**src/rtl/acc_core_pkg.sv**
```systemverilog
package acc_core_pkg;

    localparam int OPC_W = 3;

    typedef enum logic [OPC_W-1:0] {
        OP_AND = 3'd0,
        OP_ADD = 3'd1,
        OP_ISZ = 3'd2,
        OP_STO = 3'd3,
        OP_JMP = 3'd4,
        OP_IOS = 3'd5,
        OP_CLR = 3'd6,
        OP_HLT = 3'd7
    } opcode_e;

    typedef enum logic [2:0] {
        ST_FETCH,
        ST_DECODE,
        ST_EXEC,
        ST_WBACK,
        ST_HALT
    } state_e;

    typedef enum logic [1:0] {
        ACC_HOLD,
        ACC_CLEAR,
        ACC_ADD,
        ACC_AND
    } acc_op_e;

    typedef enum logic [1:0] {
        PC_HOLD,
        PC_STEP,
        PC_SKIP,
        PC_JUMP
    } pc_op_e;

endpackage

```
**src/rtl/acc_core_fsm.sv**
```systemverilog
module acc_core_fsm
    import acc_core_pkg::*;
(
    input  logic    clk,
    input  logic    rst_n,
    input  opcode_e opcode_i,
    input  logic    inc_zero_i,
    output logic    ir_load_o,
    output acc_op_e acc_op_o,
    output pc_op_e  pc_op_o,
    output logic    addr_from_pc_o,
    output logic    wdata_inc_o,
    output logic    mem_rd_o,
    output logic    mem_wr_o,
    output logic    io_stb_o,
    output logic    done_o
);

    state_e state_q, state_d;

    // State register
    always_ff @(posedge clk or negedge rst_n) begin
        if (!rst_n) begin
            state_q <= ST_FETCH;
        end else begin
            state_q <= state_d;
        end
    end

    // Next state and outputs
    always_comb begin
        state_d        = state_q;
        ir_load_o      = 1'b0;
        acc_op_o       = ACC_HOLD;
        pc_op_o        = PC_HOLD;
        addr_from_pc_o = 1'b0;
        wdata_inc_o    = 1'b0;
        mem_rd_o       = 1'b0;
        mem_wr_o       = 1'b0;
        io_stb_o       = 1'b0;
        done_o         = 1'b0;
        unique case (state_q)
            ST_FETCH: begin
                mem_rd_o       = 1'b1;
                addr_from_pc_o = 1'b1;
                state_d        = ST_DECODE;
            end
            ST_DECODE: begin
                ir_load_o = 1'b1;
                state_d   = ST_EXEC;
            end
            ST_EXEC: begin
                unique case (opcode_i)
                    OP_AND, OP_ADD, OP_ISZ: begin
                        mem_rd_o = 1'b1;
                        state_d  = ST_WBACK;
                    end
                    OP_STO: begin
                        mem_wr_o = 1'b1;
                        pc_op_o  = PC_STEP;
                        done_o   = 1'b1;
                        state_d  = ST_FETCH;
                    end
                    OP_JMP: begin
                        pc_op_o = PC_JUMP;
                        done_o  = 1'b1;
                        state_d = ST_FETCH;
                    end
                    OP_IOS: begin
                        io_stb_o = 1'b1;
                        pc_op_o  = PC_STEP;
                        done_o   = 1'b1;
                        state_d  = ST_FETCH;
                    end
                    OP_CLR: begin
                        acc_op_o = ACC_CLEAR;
                        pc_op_o  = PC_STEP;
                        done_o   = 1'b1;
                        state_d  = ST_FETCH;
                    end
                    OP_HLT: begin
                        done_o  = 1'b1;
                        state_d = ST_HALT;
                    end
                    default: state_d = ST_FETCH;
                endcase
            end
            ST_WBACK: begin
                done_o  = 1'b1;
                pc_op_o = PC_STEP;
                state_d = ST_FETCH;
                unique case (opcode_i)
                    OP_AND: acc_op_o = ACC_AND;
                    OP_ADD: acc_op_o = ACC_ADD;
                    OP_ISZ: begin
                        mem_wr_o    = 1'b1;
                        wdata_inc_o = 1'b1;
                        pc_op_o     = inc_zero_i ? PC_SKIP : PC_STEP;
                    end
                    default: acc_op_o = ACC_HOLD;
                endcase
            end
            ST_HALT: begin
                state_d = ST_HALT;
            end
            default: state_d = ST_FETCH;
        endcase
    end

    assert_rw_exclusive_R12: assert property (@(posedge clk) disable iff (!rst_n)
        !(mem_rd_o && mem_wr_o));

    assert_halt_hold_R9: assert property (@(posedge clk) disable iff (!rst_n)
        (state_q == ST_HALT) |=> (state_q == ST_HALT && !mem_rd_o && !done_o));

    assert_done_single_R11: assert property (@(posedge clk) disable iff (!rst_n)
        done_o |=> !done_o);

    assert_done_then_fetch_R11: assert property (@(posedge clk) disable iff (!rst_n)
        (done_o && opcode_i != OP_HLT) |=> (mem_rd_o && addr_from_pc_o));

endmodule

```
**src/rtl/acc_core_alu.sv**
```systemverilog
module acc_core_alu
    import acc_core_pkg::*;
#(
    parameter int WORD_W = 12
) (
    input  logic [WORD_W-1:0] acc_i,
    input  logic [WORD_W-1:0] rdata_i,
    input  acc_op_e           acc_op_i,
    output logic [WORD_W-1:0] acc_nxt_o,
    output logic [WORD_W-1:0] inc_val_o,
    output logic              inc_zero_o
);

    always_comb begin
        unique case (acc_op_i)
            ACC_HOLD:  acc_nxt_o = acc_i;
            ACC_CLEAR: acc_nxt_o = '0;
            ACC_ADD:   acc_nxt_o = acc_i + rdata_i;
            ACC_AND:   acc_nxt_o = acc_i & rdata_i;
            default:   acc_nxt_o = acc_i;
        endcase
    end

    assign inc_val_o  = rdata_i + WORD_W'(1);
    assign inc_zero_o = (inc_val_o == '0);

endmodule

```
**src/rtl/acc_core_regs.sv**
```systemverilog
module acc_core_regs
    import acc_core_pkg::*;
#(
    parameter int WORD_W   = 12,
    parameter int ARG_W    = 9,
    parameter int RESET_PC = 0
) (
    input  logic              clk,
    input  logic              rst_n,
    input  logic              ir_load_i,
    input  logic [WORD_W-1:0] ir_in_i,
    input  logic [WORD_W-1:0] acc_nxt_i,
    input  pc_op_e            pc_op_i,
    output logic [WORD_W-1:0] ir_q,
    output logic [WORD_W-1:0] acc_q,
    output logic [ARG_W-1:0]  pc_q
);

    logic [ARG_W-1:0] pc_d;

    always_comb begin
        unique case (pc_op_i)
            PC_HOLD: pc_d = pc_q;
            PC_STEP: pc_d = pc_q + ARG_W'(1);
            PC_SKIP: pc_d = pc_q + ARG_W'(2);
            PC_JUMP: pc_d = ir_q[ARG_W-1:0];
            default: pc_d = pc_q;
        endcase
    end

    always_ff @(posedge clk or negedge rst_n) begin
        if (!rst_n) begin
            ir_q  <= '0;
            acc_q <= '0;
            pc_q  <= ARG_W'(RESET_PC);
        end else begin
            if (ir_load_i) begin
                ir_q <= ir_in_i;
            end
            acc_q <= acc_nxt_i;
            pc_q  <= pc_d;
        end
    end

    assert_pc_step_R11: assert property (@(posedge clk) disable iff (!rst_n)
        (pc_op_i == PC_STEP) |=> (pc_q == $past(pc_q) + ARG_W'(1)));

    assert_pc_jump_R7: assert property (@(posedge clk) disable iff (!rst_n)
        (pc_op_i == PC_JUMP) |=> (pc_q == $past(ir_q[ARG_W-1:0])));

    assert_pc_hold_R9: assert property (@(posedge clk) disable iff (!rst_n)
        (pc_op_i == PC_HOLD) |=> $stable(pc_q));

endmodule

```
**src/rtl/acc_core12.sv**
```systemverilog
module acc_core12
    import acc_core_pkg::*;
#(
    parameter int WORD_W   = 12,
    parameter int RESET_PC = 0
) (
    input  logic                    clk,
    input  logic                    rst_n,
    output logic [WORD_W-OPC_W-1:0] mem_addr,
    output logic                    mem_rd,
    output logic                    mem_wr,
    output logic [WORD_W-1:0]       mem_wdata,
    input  logic [WORD_W-1:0]       mem_rdata,
    output logic                    io_stb,
    output logic [WORD_W-OPC_W-1:0] io_dev,
    output logic [WORD_W-1:0]       io_data,
    output logic                    done,
    output logic [WORD_W-1:0]       acc_q,
    output logic [WORD_W-OPC_W-1:0] pc_q
);

    localparam int ARG_W = WORD_W - OPC_W;

    logic [WORD_W-1:0] ir_q;
    logic [WORD_W-1:0] acc_nxt;
    logic [WORD_W-1:0] inc_val;
    logic              inc_zero;
    logic              ir_load;
    logic              addr_from_pc;
    logic              wdata_inc;
    acc_op_e           acc_op;
    pc_op_e            pc_op;
    opcode_e           opcode;

    assign opcode = opcode_e'(ir_q[WORD_W-1 -: OPC_W]);

    acc_core_fsm u_fsm (
        .clk            (clk),
        .rst_n          (rst_n),
        .opcode_i       (opcode),
        .inc_zero_i     (inc_zero),
        .ir_load_o      (ir_load),
        .acc_op_o       (acc_op),
        .pc_op_o        (pc_op),
        .addr_from_pc_o (addr_from_pc),
        .wdata_inc_o    (wdata_inc),
        .mem_rd_o       (mem_rd),
        .mem_wr_o       (mem_wr),
        .io_stb_o       (io_stb),
        .done_o         (done)
    );

    acc_core_alu #(.WORD_W(WORD_W)) u_alu (
        .acc_i      (acc_q),
        .rdata_i    (mem_rdata),
        .acc_op_i   (acc_op),
        .acc_nxt_o  (acc_nxt),
        .inc_val_o  (inc_val),
        .inc_zero_o (inc_zero)
    );

    acc_core_regs #(
        .WORD_W   (WORD_W),
        .ARG_W    (ARG_W),
        .RESET_PC (RESET_PC)
    ) u_regs (
        .clk       (clk),
        .rst_n     (rst_n),
        .ir_load_i (ir_load),
        .ir_in_i   (mem_rdata),
        .acc_nxt_i (acc_nxt),
        .pc_op_i   (pc_op),
        .ir_q      (ir_q),
        .acc_q     (acc_q),
        .pc_q      (pc_q)
    );

    assign mem_addr  = addr_from_pc ? pc_q : ir_q[ARG_W-1:0];
    assign mem_wdata = wdata_inc ? inc_val : acc_q;
    assign io_dev    = ir_q[ARG_W-1:0];
    assign io_data   = acc_q;

    assert_store_keeps_acc_R5: assert property (@(posedge clk) disable iff (!rst_n)
        (mem_wr && !wdata_inc) |=> $stable(acc_q));

endmodule

```
**config.mk**
```make
export PLATFORM = sky130hd
export DESIGN_NAME = acc_core12
export DESIGN_NICKNAME = d
export VERILOG_FILES = /design/src/rtl/acc_core_pkg.sv /design/src/rtl/acc_core_fsm.sv /design/src/rtl/acc_core_alu.sv /design/src/rtl/acc_core_regs.sv /design/src/rtl/acc_core12.sv
export SDC_FILE = /design/constraint.sdc
export NUM_CORES = 1
export LEC_CHECK = 0
export BUFFER_PORTS_ARGS = -buffer_cell sky130_fd_sc_hd__clkbuf_2
export CAP_MARGIN = 20
export CORE_UTILIZATION = 35
export CTS_CLUSTER_DIAMETER = 200
export DETAILED_ROUTE_END_ITERATION = 10
export PLACE_DENSITY = 0.62
export SYNTH_ARGS = -nofsm -noshare
export SYNTH_HDL_FRONTEND = slang
export SYNTH_SLANG_ARGS = --single-unit
```
**constraint.sdc**
```tcl
create_clock -name clk -period 6.9 [get_ports clk]
set_input_delay 0.69 -clock clk [delete_from_list [all_inputs] [get_ports clk]]
set_output_delay 0.69 -clock clk [all_outputs]
set_load 0.02 [all_outputs]
```
# Word level (Yosys, flattened, before mapping)
# Cells that the tools add are included.
# Widths: inputs -> output; s select.
# word_totals
out_inout_bits,67
ff_bits,36
inputBits,14
elab_cells,60
# op_classes
mux,25
n_bitwise,1
addsub,4
eq_ne,17
n_reduce_logical,9
# op_table
operator,n
$pmux 12 s3,1
$pmux 9 s3,1
$pmux 2 s2,4
$eq 3x3->1 const B,5
$add 12x1->12 const B,1
$add 12x12->12,1
$and 12x12->12,1
$eq 3x2->1 const B,4
$logic_not 12->1,1
$mux 12,1
$pmux 3 s4,1
$mux 1,10
$add 9x1->9 const B,1
$add 9x2->9 const B,1
$mux 9,1
$pmux 3 s3,1
$eq 2x2->1 const B,4
$eq 3x1->1 const B,2
$logic_not 3->1,2
$pmux 1 s2,3
$reduce_or 3->1,2
$reduce_or 5->1,1
$eq 2x1->1 const B,2
$logic_not 2->1,2
2 further kinds,3

# Longest topological paths before layout
# logic_depth
ltp_word,7
mapped_depth,10
ltp_nobuf,9

# Cells and area by module
# A second synthesis with hierarchy kept.
# unflattened
cells_unflattened,334
hier_area_um2,3133.0
# modules_own_cells
module,area_each_um2,instances,cells_each
acc_core_regs,1412.6,1,119
acc_core_alu,1038.5,1,143
acc_core12,386.6,1,35
acc_core_fsm,295.3,1,37

# Least setup slack after synthesis
# No wires, ideal clock.
# synth_path
path_kind,input port to flip-flop
start,in mem_rdata[0]
end,reg u_regs.pc_q[8]
arrival_ps,2931
stages,10
n_path_buf,2
slack_ps,3845
setup_ps,124
cell_sequence,ha_1 clkbuf_1 xor2_1 or4_4 a221oi_4 nand4_4 and2_1 buf_6 a31o_1 a211o_1
# synth_between
elab_chain_len,7
# synth_rtl
item,line,rtl
start: declaration,acc_core12.sv:13,"input logic [WORD_W-1:0] mem_rdata,"
$add 12x1->12 (*),acc_core_alu.sv:24,assign inc_val_o = rdata_i + WORD_W'(1);
$logic_not 12->1 (*),acc_core_alu.sv:25,assign inc_zero_o = (inc_val_o == '0);
$mux 2 (*),acc_core_fsm.sv:98,pc_op_o = inc_zero_i ? PC_SKIP : PC_STEP;
$mux 2 (*),acc_core_fsm.sv:92,unique case (opcode_i)
$pmux 2 s2 (*),acc_core_fsm.sv:42,unique case (state_q)
$eq 2x2->1 / $eq 2x1->1 (equally long branches),acc_core_regs.sv:22,unique case (pc_op_i)
$pmux 9 s3,acc_core_regs.sv:22,
end signal: assignment,acc_core_regs.sv:35,pc_q <= ARG_W'(RESET_PC);
end signal: assignment,acc_core_regs.sv:41,pc_q <= pc_d;
end: declaration,acc_core_regs.sv:16,output logic [ARG_W-1:0] pc_q
# Mark *: on every way between the ends. The rest lies on a longest branch, timed or not.
# A chain may end at the register's enable or synchronous reset.

# Worst setup path in the final report
# layout_path
start,reg u_regs.ir_q[10]
end,out mem_wdata[5]
# layout_between
elab_chain_len,4
# layout_rtl
item,line,rtl
start: declaration,acc_core_regs.sv:14,"output logic [WORD_W-1:0] ir_q,"
start signal: assignment,acc_core_regs.sv:38,ir_q <= ir_in_i;
$eq 3x2->1,acc_core_fsm.sv:92,
$mux 1,acc_core_fsm.sv:92,
$mux 1,acc_core_fsm.sv:42,
$mux 12,acc_core12.sv:79,assign mem_wdata = wdata_inc ? inc_val : acc_q;
end: declaration,acc_core12.sv:12,"output logic [WORD_W-1:0] mem_wdata,"
# No other way between the ends.

==> summary.txt <==
Starting Density: 0.367
CP endpoint kind: output pin
Syn Nets: 381
worst vdd ir: 0.169 mV
Final WS setup: 3700 ps
Critical Path Fanout Max: 23
max_slew headroom: 0.278
Clk network pwr share: 0.110
H-tree Lvls: 2
Int Pwr: 0.839 mW
WHS: 529 ps
CTS clk-pin slew, worst paths: 80 ps
fill count: 863
Core Region: 8380 sq um
final wirelength: 8.10 mm
setup bufs post-CTS: 0
Detail Route Antenna Nets: 0
top cell types by occurrence after synthesis: dfrtp_1, o21ai_0, nand2_1
Rows: 33
WP data required: 6210 ps
Die ar.: 9170 sq um
min Tclk post-route: 3200 ps
CTS root buf: clkbuf_8
Post-Syn Area: 3080 sq um
Unique masters post-synth: 57
placed insts: 501
Post-synth EDFFs: 0
cell with the most instances after synthesis: dfrtp_1
layout overhead on the synthesized area: 14.2%
Hold Path Class: in -> async
Global Route Usage Sum: 0.186
Final Non-Filler Cells: 509
CTS Hold Bufs: 0
post_cts resized: 0
# Max-Cap Violations: 0
clk_skew: 4.34 ps
total power after layout: 1.71 mW
CTS Buffer Depth: 2
global-route wire length before repair: 13.0 mm
setup TNS: 0 ps
status: finished clean
Cell Pwr Density: 488 nW/um^2
FF-to-FF path depth: 9
initial antenna violation count: 0
Starting DRT DRC Count: 165
max-slew violations: 0
Skew-Pair Late Insertion Delay: 290 ps
Setup violations, final: 0
Worst setup SP type: flop
Leakage: 1.60 nW
Fmax: 0.312 GHz
vias in the first global route: 2531
pre-CTS setup slack: 3530 ps
endpoints failing hold: 0
CP max stage delay: 700 ps
Final Cycle Share: 0.464
area leader, netlist: dfrtp_1
Final Net Count: 434
Sw Ratio: 0.510
Synth top area share: 0.293
worst slew pin tran: 1080 ps
detailed-route vias per instance: 5.55
post-synthesis sequential area ratio: 0.293
synth top area cells: dfrtp_1, mux2_2, ha_1, o21ai_0, buf_4
diode count: 0
Comb power frac: 0.616
crit path kind: reg -> out
crit path DAT: 2510 ps
TritonCTS buffer count: 5
IO buf count: 80
post-DP HPWL: 5.98 mm
design area: 3510 sq um
GPL Wtd Cong: 0.866
pin count of the biggest net entering global routing: 37
CTS tree: built
Critical Path, Cell by Cell: nor2b_1 -> nand4_1 -> o21ai_0 -> clkbuf_2
Placed Area: 3410 sq um
net switching power: 0.874 mW
Die Y: 95.8 um
Residual DRC: 0
Seq cells post-synth: 36
Post-Syn Instances: 350
Synth Flop Type: dfrtp_1
Die W: 95.8 um
RSZ-0062 raised after global routing: false
layout cells sized above 1: 0.295
grt ovf: 0
Ys Warns: 0
share of synthesized registers carrying an async set or reset: 1.00
WL/cell: 15.9 um
post-layout util: 0.419
Mean Syn Cell Area: 8.79 sq um
sequential share of power: 0.274
# IOs: 81
vias: 2824
clk sink count: 36
drt first pass iters: 5
Critical-path top delay cell: nand4_1
[layout by cell type (no fill, tap or decap), types with 11 or more instances in the layout]
master / n
a21oi_1: 17
a22oi_1: 11
clkbuf_2: 80
dfrtp_1: 36
ha_1: 16
mux2_2: 22
nand2_1: 30
nor2_1: 18
o21ai_0: 34
xnor2_1: 14
xor2_1: 11
[power groups by stage]
stage	sequential [mW]	combinational, mW	clock, mW
5_1_grt	0.495	1.16	0.201
6_report	0.470	1.05	0.188
3_3_place_gp	0.468	1.05	0
4_1_cts	0.471	1.06	0.195
2_1_floorplan	0.463	0.813	0
3_5_place_dp	0.474	1.06	0
[cell type report]
class	instances	area, sq um	area share
multi-input cells	269	1920	0.546
flip-flops and latches	36	901	0.256
clock inverters	2	35.0	0.00997
well taps	105	131	0.0374
clock buffers	6	72.6	0.0206
inverters	7	26.3	0.00748
repair buffers	84	430	0.122
[state kept, by name, indices dropped and copies added (netlist names)]
register	cells
u_regs.ir_q	12
u_fsm.state_q	3
u_regs.acc_q	12
u_regs.pc_q	9
[critical path: cells and delay by family (launching register included)]
kind	cells	cell delay, ps
buffers and inverters	1	240
DFF	1	470
and+or+nand+nor	2	960
AOI/OAI and AO/OA	1	540
[metal layers]
layer / vias up / global-route usage / part of all wire
li1: 1375 / - / -
met1: 1343 / 0.249 / 0.46
met2: 96 / 0.296 / 0.47
met3: 10 / 0.0363 / 0.054
met4: 0 / 0.0746 / 0.019
met5: - / 0 / 0
[path summary, 6_finish.rpt]
path                                 start          endpoint  slack, ps
min in group clk            u_regs.pc_q[7]    u_regs.pc_q[7]        590
setup reg to reg           u_regs.acc_q[0]  u_regs.acc_q[10]       4210
hold reg to reg             u_regs.pc_q[7]    u_regs.pc_q[7]        590
setup / recovery           u_regs.ir_q[10]      mem_wdata[5]       3700
max in group asynchronous            rst_n    u_regs.pc_q[4]       5780
hold / removal                       rst_n  u_regs.acc_q[11]        530
[cells by family (layout without fill, tap and decap cells)]
family,after synthesis,count (layout),share of synthesized area
and+or+nand+nor,106,106,0.187
AOI/OAI and AO/OA,97,97,0.207
buffers and inverters,45,99,0.0838
DFF,36,36,0.293
xor gates and xnor gates,25,25,0.0712
muxes,24,24,0.0870
adders and majority gates,17,17,0.0716
No activity file was read; power rests on OpenSTA's default activity.
